**src/rtl/tc_pkg.sv**
```systemverilog
`timescale 1ns/1ps
package tc_pkg;
  localparam int NCH     = 2;
  localparam int ADDR_W  = 3;
  localparam int BAUD_CH = 1;
  localparam logic [ADDR_W-1:0] MODE_ADDR = 3'd4;
  localparam logic [ADDR_W-1:0] CTRL_ADDR = 3'd5;

  // per-channel mode nibble, low three bits
  typedef struct packed {
    logic gate_en;      // bit 2: honour gate pin
    logic edge_mode;    // bit 1: count pin falling edges
    logic reload_mode;  // bit 0: 8-bit reload from high byte
  } tc_mode_t;
endpackage

```
**src/rtl/tc_prescaler.sv**
```systemverilog
`timescale 1ns/1ps
module tc_prescaler #(
  parameter int PRESCALE = 12
) (
  input  logic clk,
  input  logic rst_n,
  output logic tick
);
  localparam int PS_W = (PRESCALE > 1) ? $clog2(PRESCALE) : 1;
  logic [PS_W-1:0] div_q;

  assign tick = (div_q == PS_W'(PRESCALE - 1));

  always_ff @(posedge clk or negedge rst_n) begin
    if (!rst_n)    div_q <= '0;
    else if (tick) div_q <= '0;
    else           div_q <= div_q + 1'b1;
  end
endmodule

```
**src/rtl/tc_edge_detect.sv**
```systemverilog
`timescale 1ns/1ps
module tc_edge_detect (
  input  logic clk,
  input  logic rst_n,
  input  logic pin,
  output logic fall
);
  logic now_q, prev_q;

  always_ff @(posedge clk or negedge rst_n) begin
    if (!rst_n) begin
      now_q  <= 1'b0;
      prev_q <= 1'b0;
    end else begin
      now_q  <= pin;
      prev_q <= now_q;
    end
  end

  assign fall = prev_q & ~now_q;
endmodule

```
**src/rtl/tc_channel.sv**
```systemverilog
`timescale 1ns/1ps
module tc_channel import tc_pkg::*; #(
  parameter int BYTE_W = 8
) (
  input  logic              clk,
  input  logic              rst_n,
  input  logic              tick,
  input  logic              fall,
  input  logic              run,
  input  logic              gate_pin,
  input  tc_mode_t          mode,
  input  logic              wr_lo,
  input  logic              wr_hi,
  input  logic [BYTE_W-1:0] wdata,
  output logic [BYTE_W-1:0] lo_q,
  output logic [BYTE_W-1:0] hi_q,
  output logic              ovf_evt
);
  logic gate_open, adv, lo_full, hi_full;

  assign gate_open = run & (~mode.gate_en | gate_pin);
  assign adv       = gate_open & (mode.edge_mode ? fall : tick) & ~(wr_lo | wr_hi);
  assign lo_full   = &lo_q;
  assign hi_full   = &hi_q;
  assign ovf_evt   = adv & lo_full & (mode.reload_mode | hi_full);

  always_ff @(posedge clk or negedge rst_n) begin
    if (!rst_n) begin
      lo_q <= '0;
      hi_q <= '0;
    end else begin
      if (wr_lo)                           lo_q <= wdata;
      else if (adv && mode.reload_mode && lo_full) lo_q <= hi_q;
      else if (adv)                        lo_q <= lo_q + 1'b1;

      if (wr_hi)                                     hi_q <= wdata;
      else if (adv && !mode.reload_mode && lo_full)  hi_q <= hi_q + 1'b1;
    end
  end
endmodule

```
**src/rtl/gated_timer_pair.sv**
```systemverilog
`timescale 1ns/1ps
module gated_timer_pair import tc_pkg::*; #(
  parameter int PRESCALE = 12,
  parameter int BYTE_W   = 8
) (
  input  logic              clk,
  input  logic              rst_n,
  input  logic              bus_wr,
  input  logic [2:0]        bus_addr,
  input  logic [BYTE_W-1:0] bus_wdata,
  output logic [BYTE_W-1:0] bus_rdata,
  input  logic [1:0]        cnt_pin,
  input  logic [1:0]        gate_pin,
  output logic [1:0]        ovf_flag,
  output logic              baud_tick
);
  logic                          tick;
  logic [NCH-1:0]                fall;
  logic [NCH-1:0]                ovf_evt;
  logic [NCH-1:0][BYTE_W-1:0]    cnt_lo, cnt_hi;
  tc_mode_t [NCH-1:0]            mode_q;
  logic [NCH-1:0]                run_q;
  logic [NCH-1:0]                ovf_q;
  logic                          baud_q;
  logic                          wr_mode, wr_ctrl;

  assign wr_mode = bus_wr && (bus_addr == MODE_ADDR);
  assign wr_ctrl = bus_wr && (bus_addr == CTRL_ADDR);

  tc_prescaler #(.PRESCALE(PRESCALE)) u_div (
    .clk(clk), .rst_n(rst_n), .tick(tick)
  );

  for (genvar g = 0; g < NCH; g++) begin : g_ch
    tc_edge_detect u_edge (
      .clk(clk), .rst_n(rst_n), .pin(cnt_pin[g]), .fall(fall[g])
    );
    tc_channel #(.BYTE_W(BYTE_W)) u_cnt (
      .clk      (clk),
      .rst_n    (rst_n),
      .tick     (tick),
      .fall     (fall[g]),
      .run      (run_q[g]),
      .gate_pin (gate_pin[g]),
      .mode     (mode_q[g]),
      .wr_lo    (bus_wr && (bus_addr == ADDR_W'(2*g))),
      .wr_hi    (bus_wr && (bus_addr == ADDR_W'(2*g + 1))),
      .wdata    (bus_wdata),
      .lo_q     (cnt_lo[g]),
      .hi_q     (cnt_hi[g]),
      .ovf_evt  (ovf_evt[g])
    );
  end

  always_ff @(posedge clk or negedge rst_n) begin
    if (!rst_n) begin
      mode_q <= '0;
      run_q  <= '0;
      ovf_q  <= '0;
      baud_q <= 1'b0;
    end else begin
      if (wr_mode)
        for (int i = 0; i < NCH; i++) mode_q[i] <= tc_mode_t'(bus_wdata[4*i +: 3]);
      if (wr_ctrl) run_q <= bus_wdata[NCH-1:0];
      for (int i = 0; i < NCH; i++) begin
        if (ovf_evt[i])   ovf_q[i] <= 1'b1;
        else if (wr_ctrl) ovf_q[i] <= bus_wdata[4+i];
      end
      baud_q <= ovf_evt[BAUD_CH];
    end
  end

  always_comb begin
    bus_rdata = '0;
    for (int i = 0; i < NCH; i++) begin
      if (bus_addr == ADDR_W'(2*i))     bus_rdata = cnt_lo[i];
      if (bus_addr == ADDR_W'(2*i + 1)) bus_rdata = cnt_hi[i];
    end
    if (bus_addr == MODE_ADDR)
      for (int i = 0; i < NCH; i++) bus_rdata[4*i +: 3] = mode_q[i];
    if (bus_addr == CTRL_ADDR)
      for (int i = 0; i < NCH; i++) begin
        bus_rdata[i]   = run_q[i];
        bus_rdata[4+i] = ovf_q[i];
      end
  end

  assign ovf_flag  = ovf_q;
  assign baud_tick = baud_q;
endmodule

```
**config.mk**
```make
export PLATFORM = sky130hd
export DESIGN_NAME = gated_timer_pair
export DESIGN_NICKNAME = d
export VERILOG_FILES = /design/src/rtl/tc_pkg.sv /design/src/rtl/tc_prescaler.sv /design/src/rtl/tc_edge_detect.sv /design/src/rtl/tc_channel.sv /design/src/rtl/gated_timer_pair.sv
export SDC_FILE = /design/constraint.sdc
export NUM_CORES = 1
export LEC_CHECK = 0
export BUFFER_PORTS_ARGS = -buffer_cell sky130_fd_sc_hd__buf_2
export CORE_MARGIN = 4
export CORE_UTILIZATION = 50
export CTS_BUF_LIST = sky130_fd_sc_hd__clkbuf_8
export DETAILED_ROUTE_END_ITERATION = 6
export PLACE_DENSITY = 0.69
export SYNTH_ARGS = -nofsm -noshare
export SYNTH_HDL_FRONTEND = slang
export SYNTH_SLANG_ARGS = --single-unit
```
**constraint.sdc**
```tcl
create_clock -name clk -period 3.4 [get_ports clk]
set_input_delay 0.17 -clock clk [delete_from_list [all_inputs] [get_ports clk]]
set_output_delay 0.17 -clock clk [all_outputs]
set_load 0.01 [all_outputs]
```
==> qor.yml, run 1 <==
status: "complete, no violations"
avgSynthCellArea_um2: 9.625
netlist.area_leader.share_pct: 39.23
antenna_found_initial: 0
total_power_mw: 2.010
relSlewSlack_pct: 28.04
coreArea_um2: 6350
crit_top_cell: "nor2_1"
synth_fp_nets: 361
rrSetupSlack_ps: 1110
cts_setup_buffers: 0
first_global_vias: 2614
numCtsBuffers: 5
finalSetupViolations: 0
fin_ws_ps: 1114
critPathSlowestCell: "nor2_1"
die-area_um2: 7861
yosys-top-cells-count: "dfrtp_1, nand2_1, o21ai_0"
postCtsResizedCells: 0
worst_pin_slew_ps: 1079
synth_area_leader_cell: "dfrtp_1"
synthDistinctLibCells: 63
synthMuxAreaShare_pct: 6.731
r2r_start: "u_div.div_q[0]"
grt_util_all_layers_pct: 24.68
synth-async-reset-ratio_pct: 100.0
peakVddDrop_v: 0.0003001
start_util_pct: 51.23
synth_xor_area_share_pct: 3.500
clk_latency_ps: 320
die_y_um: 88.66
grt_max_degree: 28
ys_seq_area_share_pct: 39.23
chipWidth_um: 88.66
final_util_pct: 55.92
synth_cells: 338
vias: 2831
slowest_delay_ps: 630
cp_cell_sequence: "ha_1, and3b_1, nor2_1, nor3_2, nor2_1, a221o_1"
io_pins: 29
cpLargestDelayFamily: "simple AND/OR/NAND/NOR gates"
clock_skew_ps: 14.07
wl_per_cell_um: 20.72
p_leak_nw: 1.441
gp_congestion: 0.9377
r2r_cells: 6
tns_ps: 0
detail_route.vias_per_cell: 6.508
final_nets: 380
ys_ff_latch: 51
drv_slew: 0
rsz0062_at_grt: "false"
ys.flop_type: "dfrtp_1"
drtPass1Iterations: 5
fin_crit_ps: 2286
fmax_ghz: 0.4374
period_share_pct: 67.25
synth_edf_count: 0
initialDrtViolationCount: 260
drc: 0
num_antenna_cells: 0
port_buffers: 28
clockBufferDepth: 2
critical_path_depth: 6
htree_levels: 2
yosys.area_share.adder_pct: 1.923
crit_path_end_kind: "register"
grt_pass1_wl_um: 14470
cts_tree: "done"
hold_path.class: "input pin to register"
cts-root-buf: "clkbuf_8"
place_ws_ps: 1141
synth-warning-count: 0
worst-path-buf-inv: 0
clk_pin_slew_ps: 110
cp-endpoint: "g_ch[1].u_cnt.lo_q[7]"
ant_nets: 0
synth-compound-area-share_pct: 20.92
synth-simple-area-share_pct: 23.77
cp.required_ps: 3650
crit_type: "register to register"
maxCapViolCount: 0
critPathMaxFanout: 11
layout.cells.non_filler: 435
finalWirelength_um: 9013
hold_viol: 0
grt_overflow: 0
synth_area_leaders: "dfrtp_1, nand2_1, mux2_2, a22oi_1, a221o_1"
timing.rr.end: "g_ch[1].u_cnt.lo_q[7]"
drive_above_1_share_pct: 17.32
cts.sinks: 51
synth_area_um2: 3253
rows: 29
dp_cells: 424
synth.most_common_cell: "dfrtp_1"
p_per_area_nw_per_um2: 566.1
synth_top_family_by_area: "simple AND/OR/NAND/NOR gates"
area_growth_syn_to_layout_pct: 9.154
dp.final_hpwl_um: 6375
crit_arrival_ps: 2540
setup.worst_path.start: "u_div.div_q[0]"
start_kind: "register"
[layout by cell type (no fill, tap or decap), types with 6 or more instances in the layout]
cell and n:
nand3_1 14, a221o_1 9, a211oi_1 9, xnor2_1 10
a22oi_1 16, mux2_2 11, inv_1 7, nor3_1 11
a21oi_1 8, nor2b_1 6, clkbuf_8 6, nand2_1 34
o21ai_0 18, dfrtp_1 51, nor2_1 16, buf_2 28
and3_1 11
[final cells by class]
| class | instances | area, um^2 |
|---|---|---|
| clock buffer | 6 | 82.58 |
| clock inverter | 2 | 35.03 |
| fill | 560 | 2799 |
| inverter | 7 | 26.28 |
| multi-input combinational | 259 | 1849 |
| sequential | 51 | 1276 |
| tap | 77 | 96.34 |
| timing repair buffer | 33 | 185.2 |
[registers in the layout, summed over array words and instances (netlist names), 2 cells and up]
| name | count |
|---|---|
| g_ch.u_cnt.hi_q | 16 |
| g_ch.u_cnt.lo_q | 16 |
| g_ch.u_edge.now_q | 2 |
| g_ch.u_edge.prev_q | 2 |
| mode_q | 6 |
| ovf_flag | 2 |
| run_q | 2 |
| u_div.div_q | 4 |
[worst min-delay path by stage]
stage / end / cells past startpoint / startpoint
6_report: g_ch[1].u_cnt.hi_q[3] / 3 / bus_wdata[3]
5_1_grt: g_ch[1].u_cnt.hi_q[7] / 2 / bus_wdata[7]
4_1_cts: g_ch[0].u_cnt.hi_q[7] / 3 / bus_wdata[7]
3_5_place_dp: g_ch[1].u_edge.prev_q / 1 / rst_n
3_3_place_gp: g_ch[1].u_edge.prev_q / 1 / rst_n
2_1_floorplan: baud_tick / 0 / rst_n
[worst min-delay path, stage by stage]
cell     delay, ps
buf_2          140
nand2_1         60
o21ai_0         70
[timing repair]
item,in CTS,in global routing
hold endpoints to repair,26,0
endpoints found under the setup margin,0,0
hold buffers,3,0
[cell families after synthesis]
family	after synthesis
flip-flops	51
adder cells (fa/ha/maj)	5
AND/OR/NAND/NOR	131
AO/OA/AOI/OAI	92
buffers and inverters	28
XOR/XNOR	13
multiplexers	18
[power by group]
group | total, mW | internal, mW | switching [mW] | leakage, nW
registers | 0.995 | 0.749 | 0.246 | 0.627
logic | 0.555 | 0.275 | 0.281 | 0.754
clock network | 0.460 | 0.239 | 0.222 | 0.0612
[metrics by stage]
| stage | hold slack [ps] | cell area, um^2 |
|---|---|---|
| after global routing | 165.0 | 3551 |
| after CTS | 155.7 | 3551 |
| final | 148.4 | 3551 |
| after detailed placement | 205.1 | 3403 |
| after global placement | 204.0 | 3403 |
| after floorplan | -125.6 | 3253 |
[layer usage]
| layer | share of wire, % | up-vias | GRT usage (%) |
|---|---|---|---|
| met2 | 45 | 120 | 37.38 |
| met5 | 0 | - | 0 |
| li1 | - | 1331 | - |
| met3 | 7.5 | 18 | 3.911 |
| met4 | 1.6 | 0 | 6.456 |
| met1 | 46 | 1362 | 36.70 |
Power figures use the tool's default switching activity.
==> run 2: changes to the inputs <==
ABC_AREA = 1   (was unset)
PLACE_DENSITY = 0.71   (was 0.69)
clock period = 2.1 ns   (was 3.4 ns; I/O delays follow)
==> run 2 against run 1 <==
Against the previous run: design area up 6.7%; synthesized area up 5.4%; first-iteration DRC count down 13%; cell count up 39%; largest cell class unchanged; sequential power up 61%; largest power group unchanged; synthesized cell count up 46%.
==> qor.yml, run 2 <==
synth_fp_nets: 518  # +43%
start_util_pct: 52.80  # +1.6 points
synth_edf_count: 0  # unchanged
crit_type: "register to register"
place_area_um2: 3665  # +7.7%
combPwrFrac_pct: 34.8  # +7.2 points
rsz0062_at_grt: "false"
grt_overflow: 0  # unchanged
status: "complete, no violations"
relSlewSlack_pct: 61.23  # +33 points
cts-root-buf: "clkbuf_8"
crit_top_cell: "nand2_1"
reg_top3: "g_ch.u_cnt.hi_q x16, g_ch.u_cnt.lo_q x16, mode_q x6"
antenna_found_initial: 0  # unchanged
ys_seq_area_share_pct: 37.21  # -2.0 points
finalSetupViolations: 0  # unchanged
p_leak_nw: 1.969  # +37%
synth-warning-count: 0  # unchanged
cts.sinks: 51  # unchanged
vias: 3466  # +22%
die-area_um2: 8248  # +4.9%
port_buffers: 28  # unchanged
synthDistinctLibCells: 34  # -46%
start_kind: "register"
first_global_vias: 3270  # +25%
synth_area_leaders: "dfrtp_1, nand2_1, nand3_1, inv_1, o21ai_0"
timing.hold.ws_ps: 76.85  # -71.52 ps
grt_pass1_wl_um: 16160  # +12%
htree_levels: 2  # unchanged
crit_path_end_kind: "register"
worst-path-buf-inv: 0  # unchanged
synth.most_common_cell: "nand2_1"
ys_ff_latch: 51  # unchanged
worst_pin_slew_ps: 581.6  # -497.9 ps
switching_power_mw: 1.447  # +93%
fmax_ghz: 0.5357  # +22%
drc: 0  # unchanged
grt_util_all_layers_pct: 24.22  # -0.46 points
clock_skew_ps: 9.885  # -4.185 ps
final_common_cell: "nand2_1"
netlist.area_leader.share_pct: 37.21  # -2.0 points
critPathSlowestCell: "dfrtp_1"
fin_crit_ps: 1867  # -419.8 ps
synth-async-reset-ratio_pct: 100.0  # unchanged
drv_slew: 0  # unchanged
cpLargestDelayFamily: "simple AND/OR/NAND/NOR gates"
maxCapViolCount: 0  # unchanged
avgSynthCellArea_um2: 6.928  # -28%
slowest_delay_ps: 390  # -240 ps
dp.final_hpwl_um: 7330  # +15%
coreArea_um2: 6495  # +2.3%
tns_ps: 0  # unchanged
die_y_um: 90.82  # +2.4%
cp_cell_sequence: "ha_1, nand3_1, nand2_1, nand2_1, nor2_8, nand3_2, nand2_1, nand3_1, nand2_1"
rows: 29  # unchanged
yosys-top-cells-count: "nand2_1, inv_1, nand3_1"
detail_route.vias_per_cell: 5.729  # -12%
p_per_area_nw_per_um2: 898.0  # +59%
hold_viol: 0  # unchanged
crit_arrival_ps: 2120  # -420 ps
initialDrtViolationCount: 226  # -13%
postCtsResizedCells: 0  # unchanged
finalWirelength_um: 9587  # +6.4%
period_share_pct: 88.89  # +22 points
clockBufferDepth: 2  # unchanged
numCtsBuffers: 5  # unchanged
area_growth_syn_to_layout_pct: 10.51
cp.required_ps: 2360  # -1290 ps
io_pins: 29  # unchanged
critPathMaxFanout: 19  # +8
synth_area_leader_cell: "dfrtp_1"
cts_tree: "done"
drive_above_1_share_pct: 11.74  # -5.6 points
pwr-share-clk_pct: 18.3  # -4.6 points
clk_latency_ps: 320  # about the same
final_cell_area_um2: 3790  # +6.7%
ant_nets: 0  # unchanged
drtPass1Iterations: 5  # unchanged
ys.flop_type: "dfrtp_1"
power_frac_seq_pct: 46.9  # -2.6 points
peakVddDrop_v: 0.0004327  # +44%
wl_per_cell_um: 15.85  # -24%
p_int_mw: 1.957  # +55%
mostFrequentLayoutCells: "nand2_1, inv_1, nand3_1, dfrtp_1, buf_2"
num_antenna_cells: 0  # unchanged
grt_max_degree: 29  # +3.6%
gp_congestion: 0.9513  # +1.5%
final_nets: 550  # +45%
synth_cells: 495  # +46%
synth_area_um2: 3430  # +5.4%
netSwitchingFraction_pct: 42.51  # +5.3 points
hold_path.class: "input pin to register"
chipWidth_um: 90.82  # +2.4%
clk_pin_slew_ps: 110  # about the same
## run 2: power by group through the flow
stage / logic, mW / clock network [mW] / registers (mW)
2_1_floorplan: 0.931 / 0 / 1.47
3_3_place_gp: 1.14 / 0 / 1.60
3_5_place_dp: 1.17 / 0 / 1.61
4_1_cts: 1.18 / 0.635 / 1.59
5_1_grt: 1.36 / 0.679 / 1.64
6_report: 1.19 / 0.622 / 1.60
## run 2: area by class of cell
cell class,count,area (um^2)
Fill cell,646,2705
Multi-Input combinational cell,359,1824
Sequential cell,51,1276
Inverter,74,277.8
Timing Repair Buffer,36,220.2
Tap cell,77,96.34
Clock buffer,5,68.82
Clock inverter,3,26.28
## run 2: metrics by stage
step / power (mW) / cells / utilization (%) / worst slack [ps]
finish: 3.403 / 605 / 58.35 / 233.4
global route: 3.677 / 605 / 58.35 / 14.08
CTS: 3.406 / 605 / 58.35 / 219.5
detailed placement: 2.780 / 594 / 56.42 / 256.9
global placement: 2.740 / 594 / 56.42 / 353.9
floorplan: 2.399 / 495 / - / 556.1
## run 2: timing repair
item                                   CTS  global route
buffers inserted                         0             0
hold buffers                             3             0
setup endpoints to repair                0             1
endpoints found under the hold margin   25             0
## run 2: final timing paths
check,cells past startpoint,slack (ps),from,end
setup / recovery,9,230,u_div.div_q[0],g_ch[0].u_cnt.lo_q[3]
hold / removal,3,80,bus_wdata[1],g_ch[1].u_cnt.hi_q[1]
setup reg to reg,9,230,u_div.div_q[0],g_ch[0].u_cnt.lo_q[3]
hold reg to reg,0,390,g_ch[1].u_edge.now_q,g_ch[1].u_edge.prev_q
max in group asynchronous,3,1230,rst_n,g_ch[0].u_cnt.lo_q[3]
min in group asynchronous,2,310,rst_n,g_ch[1].u_cnt.hi_q[6]
## run 2: cells by family after synthesis
group / after synthesis / share of synthesized area (%)
flip-flops: 51 / 37.21
XOR/XNOR: 14 / 3.575
AO/OA/AOI/OAI: 70 / 11.27
adder cells (fa/ha/maj): 5 / 1.824
AND/OR/NAND/NOR: 270 / 36.52
buffers and inverters: 85 / 9.595
## run 2: worst min-delay path, stage by stage
cell	delay [ps]
buf_2	130
nand2_1	60
nand3_1	70
## run 2: layer usage
layer	part of all wire [%]	track usage [%]	wire length (um)	up-vias
li1	-	-	-	1682
met1	43	32.42	4090	1606
met2	46	38.97	4380	154
met3	8.3	4.333	795	24
met4	3.3	9.296	321	0
met5	0	0	0	-
==> run 3: changes to the inputs <==
ABC_AREA = unset   (was 1)
==> run 3 against run 2 <==
Against the previous run: total power grew 1.7%; hold slack improved by 12 ps; global-route usage is 1.4 points higher; clock power is 34% higher; register-to-register slack got worse by 90 ps; combinational power shrank 10%; utilization decreased by 0.20 points; largest power group unchanged; highest routed layer unchanged.
==> qor.yml, run 3 (synthesis results as in run 1) <==
antenna_found_initial: 0  # unchanged
final_nets: 394  # -28%
crit_path_end_kind: "register"
clock_skew_ps: 6.537  # -3.349 ps
rsz0062_at_grt: "false"
htree_levels: 2  # unchanged
critPathMaxFanout: 8  # -11
worst-path-buf-inv: 0  # unchanged
finalWirelength_um: 9596  # about the same
die-area_um2: 7861  # -4.7%
r2r_cells: 6  # -3
dp.final_hpwl_um: 6669  # -9.0%
rows: 29  # unchanged
final_common_cell: "dfrtp_1"
chipWidth_um: 88.66  # -2.4%
fin_ws_ps: 142.6  # -90.83 ps
fin_crit_ps: 1957  # +90.83 ps
place_ws_ps: 105.0  # -151.9 ps
multi_input_area_um2: 1867  # +2.3%
critPathSlowestCell: "dfrtp_1"
maxCapViolCount: 0  # unchanged
start_util_pct: 51.23  # -1.6 points
cts.sinks: 51  # unchanged
crit_type: "register to register"
mostFrequentLayoutCells: "dfrtp_1, nand2_1, buf_2, o21ai_0"
seqCellArea_um2: 1276  # unchanged
rrSetupSlack_ps: 140  # -90 ps
gp_congestion: 0.9793  # +2.9%
start_kind: "register"
p_leak_nw: 1.517  # -23%
fmax_ghz: 0.5109  # -4.6%
status: "complete, no violations"
cts_tree: "done"
final_cell_area_um2: 3692  # -2.6%
clk_latency_ps: 310  # about the same
slowest_delay_ps: 440  # +50 ps
hold_path.class: "input pin to register"
grt_util_all_layers_pct: 25.61  # +1.4 points
port_buffers: 28  # unchanged
reg_top3: "g_ch.u_cnt.hi_q x16, g_ch.u_cnt.lo_q x16, mode_q x6"
cts-root-buf: "clkbuf_8"
vias: 3006  # -13%
drtPass1Iterations: 5  # unchanged
drc: 0  # unchanged
wl_per_cell_um: 21.37  # +35%
crit_arrival_ps: 2160  # +40 ps
cpLargestDelayFamily: "simple AND/OR/NAND/NOR gates"
r2r_start: "g_ch[1].u_cnt.lo_q[0]"
nFillCells: 549  # -15%
ant_nets: 0  # unchanged
first_global_vias: 2802  # -14%
die_y_um: 88.66  # -2.4%
timing.rr.end: "g_ch[1].u_cnt.lo_q[7]"
peakVddDrop_v: 0.0005227  # +21%
p_per_area_nw_per_um2: 937.7  # +4.4%
relSlewSlack_pct: 56.02  # -5.2 points
worst_pin_slew_ps: 659.7  # +78.11 ps
hp-start: "bus_wdata[7]"
io_pins: 29  # unchanged
numCtsBuffers: 5  # unchanged
holdPathStages: 3  # unchanged
period_share_pct: 93.21  # +4.3 points
grt_overflow: 0  # unchanged
clockBufferDepth: 2  # unchanged
cp.required_ps: 2310  # -50 ps
detail_route.vias_per_cell: 6.695  # +17%
holdPathEnd: "g_ch[0].u_cnt.hi_q[7]"
place_area_um2: 3508  # -4.3%
initialDrtViolationCount: 399  # +77%
grt_pass1_wl_um: 15100  # -6.5%
drv_slew: 0  # unchanged
grt_max_degree: 52  # +79%
area_growth_syn_to_layout_pct: 13.50
clk_pin_slew_ps: 100  # about the same
final_util_pct: 58.15  # -0.20 points
hold_viol: 0  # unchanged
cts_setup_buffers: 0  # unchanged
drive_above_1_share_pct: 21.51  # +9.8 points
coreArea_um2: 6350  # -2.2%
finalSetupViolations: 0  # unchanged
num_antenna_cells: 0  # unchanged
timing.hold.ws_ps: 89.31  # +12.47 ps
cp_cell_sequence: "ha_1, and3_1, nand3_1, o22ai_1, a211oi_1, a221o_1"
tns_ps: 0  # unchanged
-- run 3: cell types whose count changed in the layout (fill, tap and decap cells not counted), moves of 9 or more --
cell / delta
mux2_2: +11
a221o_1: +9
and3_1: +11
a211oi_1: +9
buf_4: +12
nand2_1: -118
a21oi_1: -11
a22oi_1: +16
nand4_1: -17
nand3_1: -42
inv_1: -61
-- run 3: timing repair --
action / in CTS / in global routing
hold buffers: 3 / 0
endpoints found under the setup margin: 0 / 9
gates resized for setup: 0 / 5
hold endpoints to repair: 53 / 0
-- run 3: worst min-delay path, stage by stage --
cell and delay, ps:
buf_2 150, nand2_1 60, nand3_1 50
-- run 3: final cells by class --
cell class              count  share of cell area [%]
clock buffers               5                   1.864
clock inverters             3                   1.830
inverters                   7                  0.7116
multi-input cells         259                   50.56
flip-flops and latches     51                   34.56
well taps                  77                   2.609
repair buffers             47                   7.862
-- run 3: metrics by stage --
step	total power [mW]	std cells
global route	3.646	449
floorplan	2.164	338
detailed placement	2.600	438
CTS	3.432	449
global placement	2.577	438
finish	3.462	449
-- run 3: worst max-delay path by stage --
| stage | from | end | slack, ps | depth (start not counted) |
|---|---|---|---|---|
| final | g_ch[1].u_cnt.lo_q[0] | g_ch[1].u_cnt.lo_q[7] | 140 | 6 |
| after global routing | u_div.div_q[0] | g_ch[1].u_cnt.lo_q[1] | 3 | 6 |
| after CTS | g_ch[0].u_cnt.lo_q[0] | g_ch[0].u_cnt.hi_q[3] | 90 | 6 |
| after detailed placement | g_ch[0].u_cnt.lo_q[0] | g_ch[0].u_cnt.hi_q[3] | 110 | 6 |
| after global placement | u_div.div_q[0] | g_ch[0].u_cnt.hi_q[5] | 150 | 7 |
| after floorplan | u_div.div_q[0] | g_ch[0].u_cnt.hi_q[3] | 250 | 7 |
-- run 3: metal layers --
| layer | part of all wire, % | track usage (%) | up-vias |
|---|---|---|---|
| met5 | 0 | 0 | - |
| met1 | 41 | 36.31 | 1457 |
| met4 | 1.5 | 6.593 | 0 |
| met2 | 47 | 39.47 | 178 |
| li1 | - | - | 1354 |
| met3 | 10 | 5.959 | 17 |
-- run 3: power breakdown --
part / total (mW) / internal [mW] / switching [mW]
combinational: 1.07 / 0.516 / 0.556
sequential: 1.56 / 1.21 / 0.342
clock: 0.835 / 0.475 / 0.360
total: 3.46 / 2.20 / 1.26
